$ cat src/rtl/sleep_pwr_ctrl.sv
module sleep_pwr_ctrl #(
  parameter int ADDR_W = 7,
  parameter logic [ADDR_W-1:0] CFG_ADDR   = 7'h2A,
  parameter logic [ADDR_W-1:0] SLEEP_ADDR = 7'h2B,
  parameter logic [ADDR_W-1:0] NORM_ADDR  = 7'h2C
) (
  input  logic              clk,
  input  logic              rst_n,
  input  logic              acc_valid,
  input  logic              acc_write,
  input  logic [ADDR_W-1:0] acc_addr,
  input  logic              acc_lsb,
  input  logic [7:0]        wr_data,
  output logic [7:0]        rd_data,
  input  logic              day_alarm,
  input  logic              wake_in,
  input  logic              ext_sleep,
  input  logic              osc_en_norm,
  input  logic              clkout_en_norm,
  input  logic              pwm_en_norm,
  output logic              osc_en,
  output logic              clkout_en,
  output logic              pwm_en,
  output logic              sleep_out
);

  logic s_osc, s_ck, s_pwm, shdn, wake_q;

  wire wr       = acc_valid & acc_write;
  wire cfg_wr   = wr & (acc_addr == CFG_ADDR);
  wire set_req  = (cfg_wr & acc_lsb) | (wr & (acc_addr == SLEEP_ADDR));
  wire wake_evt = (wr & (acc_addr == NORM_ADDR)) | day_alarm | (wake_in & ~wake_q);

  always_ff @(posedge clk or negedge rst_n) begin
    if (!rst_n) begin
      s_osc  <= 1'b1;
      s_ck   <= 1'b1;
      s_pwm  <= 1'b0;
      shdn   <= 1'b0;
      wake_q <= 1'b0;
    end else begin
      wake_q <= wake_in;
      if (cfg_wr) {s_osc, s_ck, s_pwm} <= wr_data[7:5];
      if (wake_evt)     shdn <= 1'b0;
      else if (set_req) shdn <= 1'b1;
    end
  end

  assign rd_data   = {s_osc, s_ck, s_pwm, shdn, 4'b0000};
  assign osc_en    = shdn ? s_osc : osc_en_norm;
  assign clkout_en = shdn ? s_ck : clkout_en_norm;
  assign pwm_en    = shdn ? (s_pwm & s_osc) : pwm_en_norm;
  assign sleep_out = shdn | ext_sleep;

  p_cfg_sleep_sets_r1: assert property (@(posedge clk) disable iff (!rst_n)
    (cfg_wr && acc_lsb && !wake_evt) |=> rd_data[4]);

  p_sleep_addr_sets_r3: assert property (@(posedge clk) disable iff (!rst_n)
    (wr && acc_addr == SLEEP_ADDR && !wake_evt) |=> rd_data[4]);

  p_quiet_holds_r2: assert property (@(posedge clk) disable iff (!rst_n)
    (!set_req && !wake_evt) |=> $stable(shdn));

  p_alarm_clears_r4: assert property (@(posedge clk) disable iff (!rst_n)
    day_alarm |=> !rd_data[4]);

  p_wake_wins_r9: assert property (@(posedge clk) disable iff (!rst_n)
    (set_req && wake_evt) |=> !shdn);

  p_pwm_needs_osc_r8: assert property (@(posedge clk) disable iff (!rst_n)
    (rd_data[4] && pwm_en) |-> osc_en);

  p_sleep_out_r6: assert property (@(posedge clk) disable iff (!rst_n)
    rd_data[4] |-> sleep_out);

endmodule

$ cat config.mk
export PLATFORM = sky130hd
export DESIGN_NAME = sleep_pwr_ctrl
export DESIGN_NICKNAME = d
export VERILOG_FILES = /design/src/rtl/sleep_pwr_ctrl.sv
export SDC_FILE = /design/constraint.sdc
export NUM_CORES = 1
export LEC_CHECK = 0
export ABC_CLOCK_PERIOD_IN_PS = 1900
export BUFFER_PORTS_ARGS = -buffer_cell sky130_fd_sc_hd__clkbuf_2
export CAP_MARGIN = 40
export CORE_AREA = 2 2 39 41
export DETAILED_ROUTE_END_ITERATION = 6
export DIE_AREA = 0 0 41 43
export PLACE_DENSITY_LB_ADDON = 0.25
export SLEW_MARGIN = 20
export SYNTH_ARGS = -nofsm -noshare
export SYNTH_HDL_FRONTEND = slang
export SYNTH_SLANG_ARGS = --single-unit
$ cat constraint.sdc
create_clock -name clk -period 1.9 [get_ports clk]
set_input_delay 0 -clock clk [delete_from_list [all_inputs] [get_ports clk]]
set_output_delay 0 -clock clk [all_outputs]
set_load 0.02 [all_outputs]
==> results of run 1 <==
state kept, by name, summed over array words and instances (netlist names):
| register | count |
|---|---|
| s_ck | 1 |
| s_osc | 1 |
| s_pwm | 1 |
| shdn | 1 |
| wake_q | 1 |
synth_stat cells, drive strengths merged:
library cell | n | area share [%]
a41oi | 1 | 4.3
conb | 1 | 1.0
nor3b | 1 | 5.0
mux2 | 5 | 15
and4b | 2 | 6.3
nand3 | 2 | 4.0
o21ai | 1 | 1.3
nor2b | 1 | 1.7
or2 | 2 | 3.3
dfrtp | 3 | 20
dfstp | 2 | 14
buf | 8 | 16
a2111oi | 1 | 4.0
inv | 2 | 2.0
and2b | 1 | 2.0
cell usage in the layout (no fill, tap or decap), types with 2 or more instances in the layout:
| cell | netlist | final |
|---|---|---|
| clkbuf_2 | 0 | 28 |
| mux2_2 | 5 | 5 |
| dlygate4sd3_1 | 0 | 5 |
| conb_1 | 1 | 4 |
| clkbuf_4 | 0 | 3 |
| dfrtp_1 | 3 | 3 |
| inv_1 | 2 | 2 |
| or2_2 | 2 | 2 |
| dfstp_2 | 2 | 2 |
worst paths after layout:
check / slack (ps) / from / to
max reg2reg: 970 / shdn / shdn
max: 670 / shdn / clkout_en
min: 10 / wr_data[5] / s_pwm
max in group asynchronous: 1580 / rst_n / s_ck
min in group asynchronous: 110 / rst_n / shdn
min reg2reg: 510 / wake_q / shdn
layer usage:
| metal | part of all wire (%) | up-vias | global-route usage [%] |
|---|---|---|---|
| li1 | - | 166 | - |
| met1 | 38 | 130 | 10.5 |
| met2 | 51 | 22 | 15.0 |
| met3 | 11 | 0 | 3.14 |
| met4 | 0 | 0 | 8.00 |
| met5 | 0 | - | 0 |
power by group:
| group | switching, mW | leakage (nW) | total (mW) | internal [mW] |
|---|---|---|---|---|
| Clock | 0.0384 | 0.0150 | 0.117 | 0.0791 |
| Sequential | 0.00247 | 0.0601 | 0.115 | 0.113 |
| Combinational | 0.0353 | 0.221 | 0.0717 | 0.0364 |
metrics by stage:
step                      instances  setup slack, ps  hold slack [ps]
after CTS                        81              637             9.64
after detailed placement         72              901             -179
after global routing             81              601             11.2
after floorplan                  36              964             -296
final                            81              668             10.1
after global placement           72              909             -178
final cells by class:
type | count | area, µm²
repair buffers | 33 | 190
fillers | 153 | 821
clock buffers | 4 | 26.3
well taps | 16 | 20.0
multi-input cells | 21 | 191
flip-flops and latches | 5 | 128
inverters | 2 | 7.51
repair_timing:
| item | in CTS | in global routing |
|---|---|---|
| endpoints found under the hold margin | 9 | 0 |
| hold buffers | 5 | 0 |
| endpoints found under the setup margin | 0 | 0 |
logic make-up after synthesis:
logic type	share of synthesized area, %
AO/OA/AOI/OAI	9.67
other	0.999
buffers and inverters	18.0
flip-flops	34.0
AND/OR/NAND/NOR	22.3
multiplexers	15.0
==> impl_metrics.ini, run 1 <==
[worst_setup_path]
reg2reg_depth = 2
critPathTopFamily = flip-flops
crit_fanout = 7
worst-path-buf-inv = 1
required_ps = 1900
slowest_delay_ps = 470
worst_setup_path_end_kind = output pin
critPathKind = flip-flop to output pin
slowest_stage = dfrtp_1
cp.arrival_ps = 1230
path_cells = mux2_2 -> clkbuf_2
cp.depth = 2
startpoint_type = flip-flop

[cts]
post_cts_buffers = 0
cts-htree-levels = 1
clk_latency_ps = 230
ctsRootBufferMaster = clkbuf_4
cts_buffer_depth = 2
cts.repair.resized = 0
path_clk_slew_ps = 40
cts_tree = done
cts_buffers = 3
clkSinkCount = 5

[synth]
syn_inst = 33
yosys_warnings = 0
synth_area_um2 = 375
seq_area_frac_synth_pct = 34.0
yosysUniqueCellTypes = 17
synth.avg_cell_area_um2 = 11.4
ys_ff_latch = 5

[detailed_routing]
via_per_inst = 3.93
first_iter_violations = 2
num_vias = 318
drc = 0
ant_nets = 0
wl_per_cell_um = 8.99
drt_pass1_iterations = 2
routed_wl_um = 728

[timing]
slew_viol_final = 0
period_share_pct = 64.8
tns_ps = 0
period_minus_slack_ps = 1230
rsz0062_at_grt = false
finalHoldViolCount = 0
skew_ps = 1.49
setup_viol_count_final = 0
clock.fmax_ghz = 0.812

[place]
routabilityCongestion = 0.580
place_area_um2 = 487
numPortBuffers = 28
dp.final_hpwl_um = 648

[worst_hold_path]
hp-class = input port to flip-flop
hold_depth = 2

[floorplanning]
die_h_um = 43
start_util_pct = 27.1
die_w_um = 41
rows = 14
dieArea_um2 = 1760
core_region_area_um2 = 1380
ioPinCount = 38

[pwr]
power.static_leakage_nw = 0.296
power.total_uw = 304
peakVddDrop_mv = 0.167
power_per_cell_area_nw_per_um2 = 541

[global_routing]
grt_pass1_vias = 299
grt_max_degree = 8
antenna_found_initial = 0
grt_pass1_wl_mm = 1.10
overflow = 0
grtUsageTotal_pct = 9.89

[final_layout]
post-route-util_pct = 40.7
diodes = 0
fin_nets = 92
syn2layout_area_growth_pct = 50.0
layout-drive-gt1-share_pct = 69.2
final_cell_area_um2 = 563

[run]
maxCapViolations = 0

[status]
status = complete, no violations
No activity file was read; power rests on OpenSTA's default activity.
==> inputs of run 2 (changes only) <==
--- a/config.mk
+++ b/config.mk
@@ -5,7 +5,8 @@
 export SDC_FILE = /design/constraint.sdc
 export NUM_CORES = 1
 export LEC_CHECK = 0
-export ABC_CLOCK_PERIOD_IN_PS = 1900
+export ABC_AREA = 1
+export ABC_CLOCK_PERIOD_IN_PS = 1200
 export BUFFER_PORTS_ARGS = -buffer_cell sky130_fd_sc_hd__clkbuf_2
 export CAP_MARGIN = 40
 export CORE_AREA = 2 2 39 41
==> constraint.sdc (replaced) <==
create_clock -name clk -period 1.2 [get_ports clk]
set_input_delay 0 -clock clk [delete_from_list [all_inputs] [get_ports clk]]
set_output_delay 0 -clock clk [all_outputs]
set_load 0.02 [all_outputs]
==> impl_metrics.ini, run 2 <==
[status]
status = complete, no violations

[floorplanning]
ioPinCount = 38
start_util_pct = 27.9
rows = 14
die_w_um = 41
dieArea_um2 = 1760
die_h_um = 43
core_region_area_um2 = 1380

[detailed_routing]
num_vias = 409
top_layer_used = met3
routed_wl_um = 752
wl_met3_um = 86
routedLengthMet1_um = 306
drt_pass1_iterations = 4
ant_nets = 0
wl_per_cell_um = 7.16
drc = 0
first_iter_violations = 2
via_per_inst = 3.90
wl_met2_um = 358

[synth]
async_flop_share_pct = 100
synth_area_um2 = 387
synth_edf_count = 0
synth_top_area_cell = dfrtp_1
yosys_warnings = 0
synth_commonest_cells = nand2_1, inv_1, buf_4, nor2_1, o21ai_0
seq_area_frac_synth_pct = 33.0
synth.most_common_cell = nand2_1
synth.avg_cell_area_um2 = 6.78
synth_area_leaders = dfrtp_1, nand2_1, buf_4
ys_ff_latch = 5
synthFlopType = dfrtp_1
syn_inst = 57
yosysUniqueCellTypes = 15
synth_top_area_share_pct = 19.4

[worst_hold_path]
hp-class = input port to flip-flop
hold_depth = 4

[timing]
rsz0062_at_grt = false
period_minus_slack_ps = 1120
slew_viol_final = 0
fin_hold_ws_ps = 25.0
setup_viol_count_final = 0
finalHoldViolCount = 0
skew_ps = 1.10
period_share_pct = 93.0
tns_ps = 0
clock.fmax_ghz = 0.897

[cts]
ctsRootBufferMaster = clkbuf_4
cts_buffer_depth = 2
cts.repair.resized = 0
clkSinkCount = 5
path_clk_slew_ps = 40
clk_latency_ps = 240
cts-htree-levels = 1
cts_tree = done
post_cts_buffers = 0
cts_buffers = 3

[pwr]
power_per_cell_area_nw_per_um2 = 851
peakVddDrop_mv = 0.238
power.total_uw = 489
power.static_leakage_nw = 0.346

[final_layout]
instances_no_fill = 105
final_cell_area_um2 = 574
syn2layout_area_growth_pct = 48.5
fin_nets = 116
diodes = 0
layout-drive-gt1-share_pct = 41.6
layout_common_cells = clkbuf_2, nand2_1, inv_1, dlygate4sd3_1
final_common_cell = clkbuf_2
fillers = 160

[global_routing]
overflow = 0
grt_pass1_wl_mm = 1.13
grt_pass1_vias = 329
antenna_found_initial = 0
grt_max_degree = 8
grtUsageTotal_pct = 10.1

[worst_setup_path]
worst_setup_path_end_kind = output pin
rrSetupSlack_ps = 320
required_ps = 1200
critPathKind = flip-flop to output pin
slowest_stage = dfrtp_1
crit_fanout = 6
startpoint_type = flip-flop
reg2reg_depth = 4
cp.arrival_ps = 1120
slowest_delay_ps = 420
path_cells = or2_2 -> clkbuf_2

[place]
dp_cells = 96
routabilityCongestion = 0.665
place_area_um2 = 498
numPortBuffers = 28
dp.final_hpwl_um = 634

[run]
maxCapViolations = 0
run 2: layout make-up:
type                            instances  area (µm²)  area share (%)
Timing Repair Buffer                   33         190            33.1
Multi-Input combinational cell         37         173            30.1
Sequential cell                         5         128            22.2
Inverter                               10        37.5            6.54
Clock buffer                            4        26.3            4.58
Tap cell                               16        20.0            3.49
run 2: per-layer routing:
layer  track usage [%]  vias to the layer above
li1                  -                      221
met1              10.5                      165
met2              14.7                       23
met3              1.57                        0
met4              12.0                        0
met5                 0                        -
run 2: cell families (layout without fill, tap and decap cells):
family                 after synthesis  in the layout  share of synthesized area, %
and+or+nand+nor                     28             28                          34.3
buffers and inverters               18             47                          25.2
AOI/OAI and AO/OA                    5              5                          6.47
DFF                                  5              5                          33.0
other                                1              4                         0.970
run 2: final timing paths:
path | to | start
max | sleep_out | shdn
min | shdn | day_alarm
max reg2reg | shdn | shdn
min reg2reg | s_ck | s_ck
max in group asynchronous | s_osc | rst_n
min in group asynchronous | shdn | rst_n
run 2: worst max-delay path, delay by kind of cell (launching register included):
family	cells	cell delay, ps
AND/OR/NAND/NOR	1	300
buffers and inverters	1	150
flip-flops	1	420
run 2: repair_timing:
item,4_1_cts,5_1_grt
setup endpoints to repair,0,0
endpoints found under the hold margin,9,0
hold buffers,5,0
run 2: power by group:
group / leakage (nW) / total (mW) / internal [mW] / switching, mW
clock: 0.0150 / 0.190 / 0.125 / 0.0641
sequential: 0.0601 / 0.183 / 0.179 / 0.00454
combinational: 0.271 / 0.116 / 0.0537 / 0.0623
run 2: stage by stage:
stage | utilization [%] | worst slack [ps]
CTS | 41.5 | 66.8
floorplan | - | 406
global route | 41.5 | 16.4
global placement | 36.0 | 332
finish | 41.5 | 84.6
detailed placement | 36.0 | 323
==> inputs of run 3 (changes only) <==
--- a/config.mk
+++ b/config.mk
@@ -10,6 +10,7 @@
 export BUFFER_PORTS_ARGS = -buffer_cell sky130_fd_sc_hd__clkbuf_2
 export CAP_MARGIN = 40
 export CORE_AREA = 2 2 39 41
+export CTS_BUF_LIST = sky130_fd_sc_hd__clkbuf_4 sky130_fd_sc_hd__clkbuf_8 sky130_fd_sc_hd__clkbuf_16
 export DETAILED_ROUTE_END_ITERATION = 6
 export DIE_AREA = 0 0 41 43
 export PLACE_DENSITY_LB_ADDON = 0.25
==> impl_metrics.ini, run 3 (synthesis gave the netlist of run 2 again) <==
[timing]
fin_hold_ws_ps = 26.2
finalHoldViolCount = 0
setup_viol_count_final = 0
slew_viol_final = 0
rsz0062_at_grt = false
skew_ps = 0.0246
tns_ps = 0
setup_ws_ps = 85.7
clock.fmax_ghz = 0.897
period_share_pct = 92.9
period_minus_slack_ps = 1110

[floorplanning]
rows = 14
die_w_um = 41
core_region_area_um2 = 1380
ioPinCount = 38
start_util_pct = 27.9
dieArea_um2 = 1760
die_h_um = 43

[global_routing]
grt_pass1_vias = 329
grt_pass1_wl_mm = 1.13
overflow = 0
grtUsageTotal_pct = 10.1
antenna_found_initial = 0
grt_max_degree = 8

[final_layout]
layout-drive-gt1-share_pct = 42.7
multi_input_comb_area_um2 = 173
register_area_um2 = 128
syn2layout_area_growth_pct = 49.5
final_common_cell = clkbuf_2
fin_nets = 116
fillers = 161
diodes = 0
final_cell_area_um2 = 578
layout_common_cells = clkbuf_2, nand2_1, inv_1, dlygate4sd3_1

[detailed_routing]
routed_wl_um = 749
top_layer_used = met3
via_per_inst = 3.89
wl_per_cell_um = 7.13
wl_met2_um = 355
num_vias = 408
ant_nets = 0
routedLengthMet1_um = 307
drt_pass1_iterations = 4
first_iter_violations = 2
drc = 0
wl_met3_um = 86

[worst_setup_path]
required_ps = 1200
critPathKind = flip-flop to output pin
worst_setup_path_end_kind = output pin
startpoint_type = flip-flop
cp.arrival_ps = 1110
crit_fanout = 6

[cts]
cts_buffers = 3
cts_buffer_depth = 2
clkSinkCount = 5
ctsRootBufferMaster = clkbuf_4
clk_latency_ps = 240
cts-htree-levels = 1
path_clk_slew_ps = 40
cts_tree = done

[place]
numPortBuffers = 28
routabilityCongestion = 0.665
dp.final_hpwl_um = 634
place_area_um2 = 498
place_ws_ps = 323

[pwr]
power.static_leakage_nw = 0.349
power_per_cell_area_nw_per_um2 = 885
peakVddDrop_mv = 0.279

[worst_hold_path]
hp-class = input port to flip-flop

[run]
maxCapViolations = 0

[status]
status = complete, no violations
[run 3: per-layer routing]
| metal | GRT usage (%) | vias up |
|---|---|---|
| met5 | 0 | - |
| met3 | 1.57 | 0 |
| met1 | 10.5 | 164 |
| met4 | 12.0 | 0 |
| li1 | - | 221 |
| met2 | 14.7 | 23 |
[run 3: path summary, 6_finish.rpt]
check                           cells after the start  startpoint   endpoint  slack [ps]
worst min register to register                      2        s_ck       s_ck         500
worst max-delay path                                2        shdn  sleep_out          90
worst min-delay path                                4   day_alarm       shdn          30
worst max register to register                      4        shdn       shdn         320
min in group asynchronous                           2       rst_n       shdn         110
max in group asynchronous                           2       rst_n      s_osc         880
[run 3: final cells by class]
class	instances	area share (%)
multi-input combinational	37	29.9
sequential	5	22.1
inverter	10	6.49
tap	16	3.46
clock buffer	4	5.19
timing repair buffer	33	32.9
[run 3: power breakdown]
group	switching, mW	total [mW]	internal [mW]
Sequential	0.00452	0.183	0.179
Combinational	0.0622	0.116	0.0537
Clock	0.0644	0.212	0.148
[run 3: per-stage QoR]
stage | cells | utilization (%) | total power [mW]
after floorplan | 60 | - | 0.254
final | 105 | 41.8 | 0.511
after global routing | 105 | 41.8 | 0.558
after global placement | 96 | 36.0 | 0.288
after CTS | 105 | 41.8 | 0.522
after detailed placement | 96 | 36.0 | 0.290
[run 3: worst max-delay path, cell delays in order, from the launching register on]
cell,delay [ps]
dfrtp_1,420
or2_2,300
clkbuf_2,150
[run 3: timing repair]
item | in CTS | in global routing
resized for setup | 0 | 0
hold buffers | 5 | 0
hold endpoints to repair | 9 | 0
buffers inserted | 0 | 0
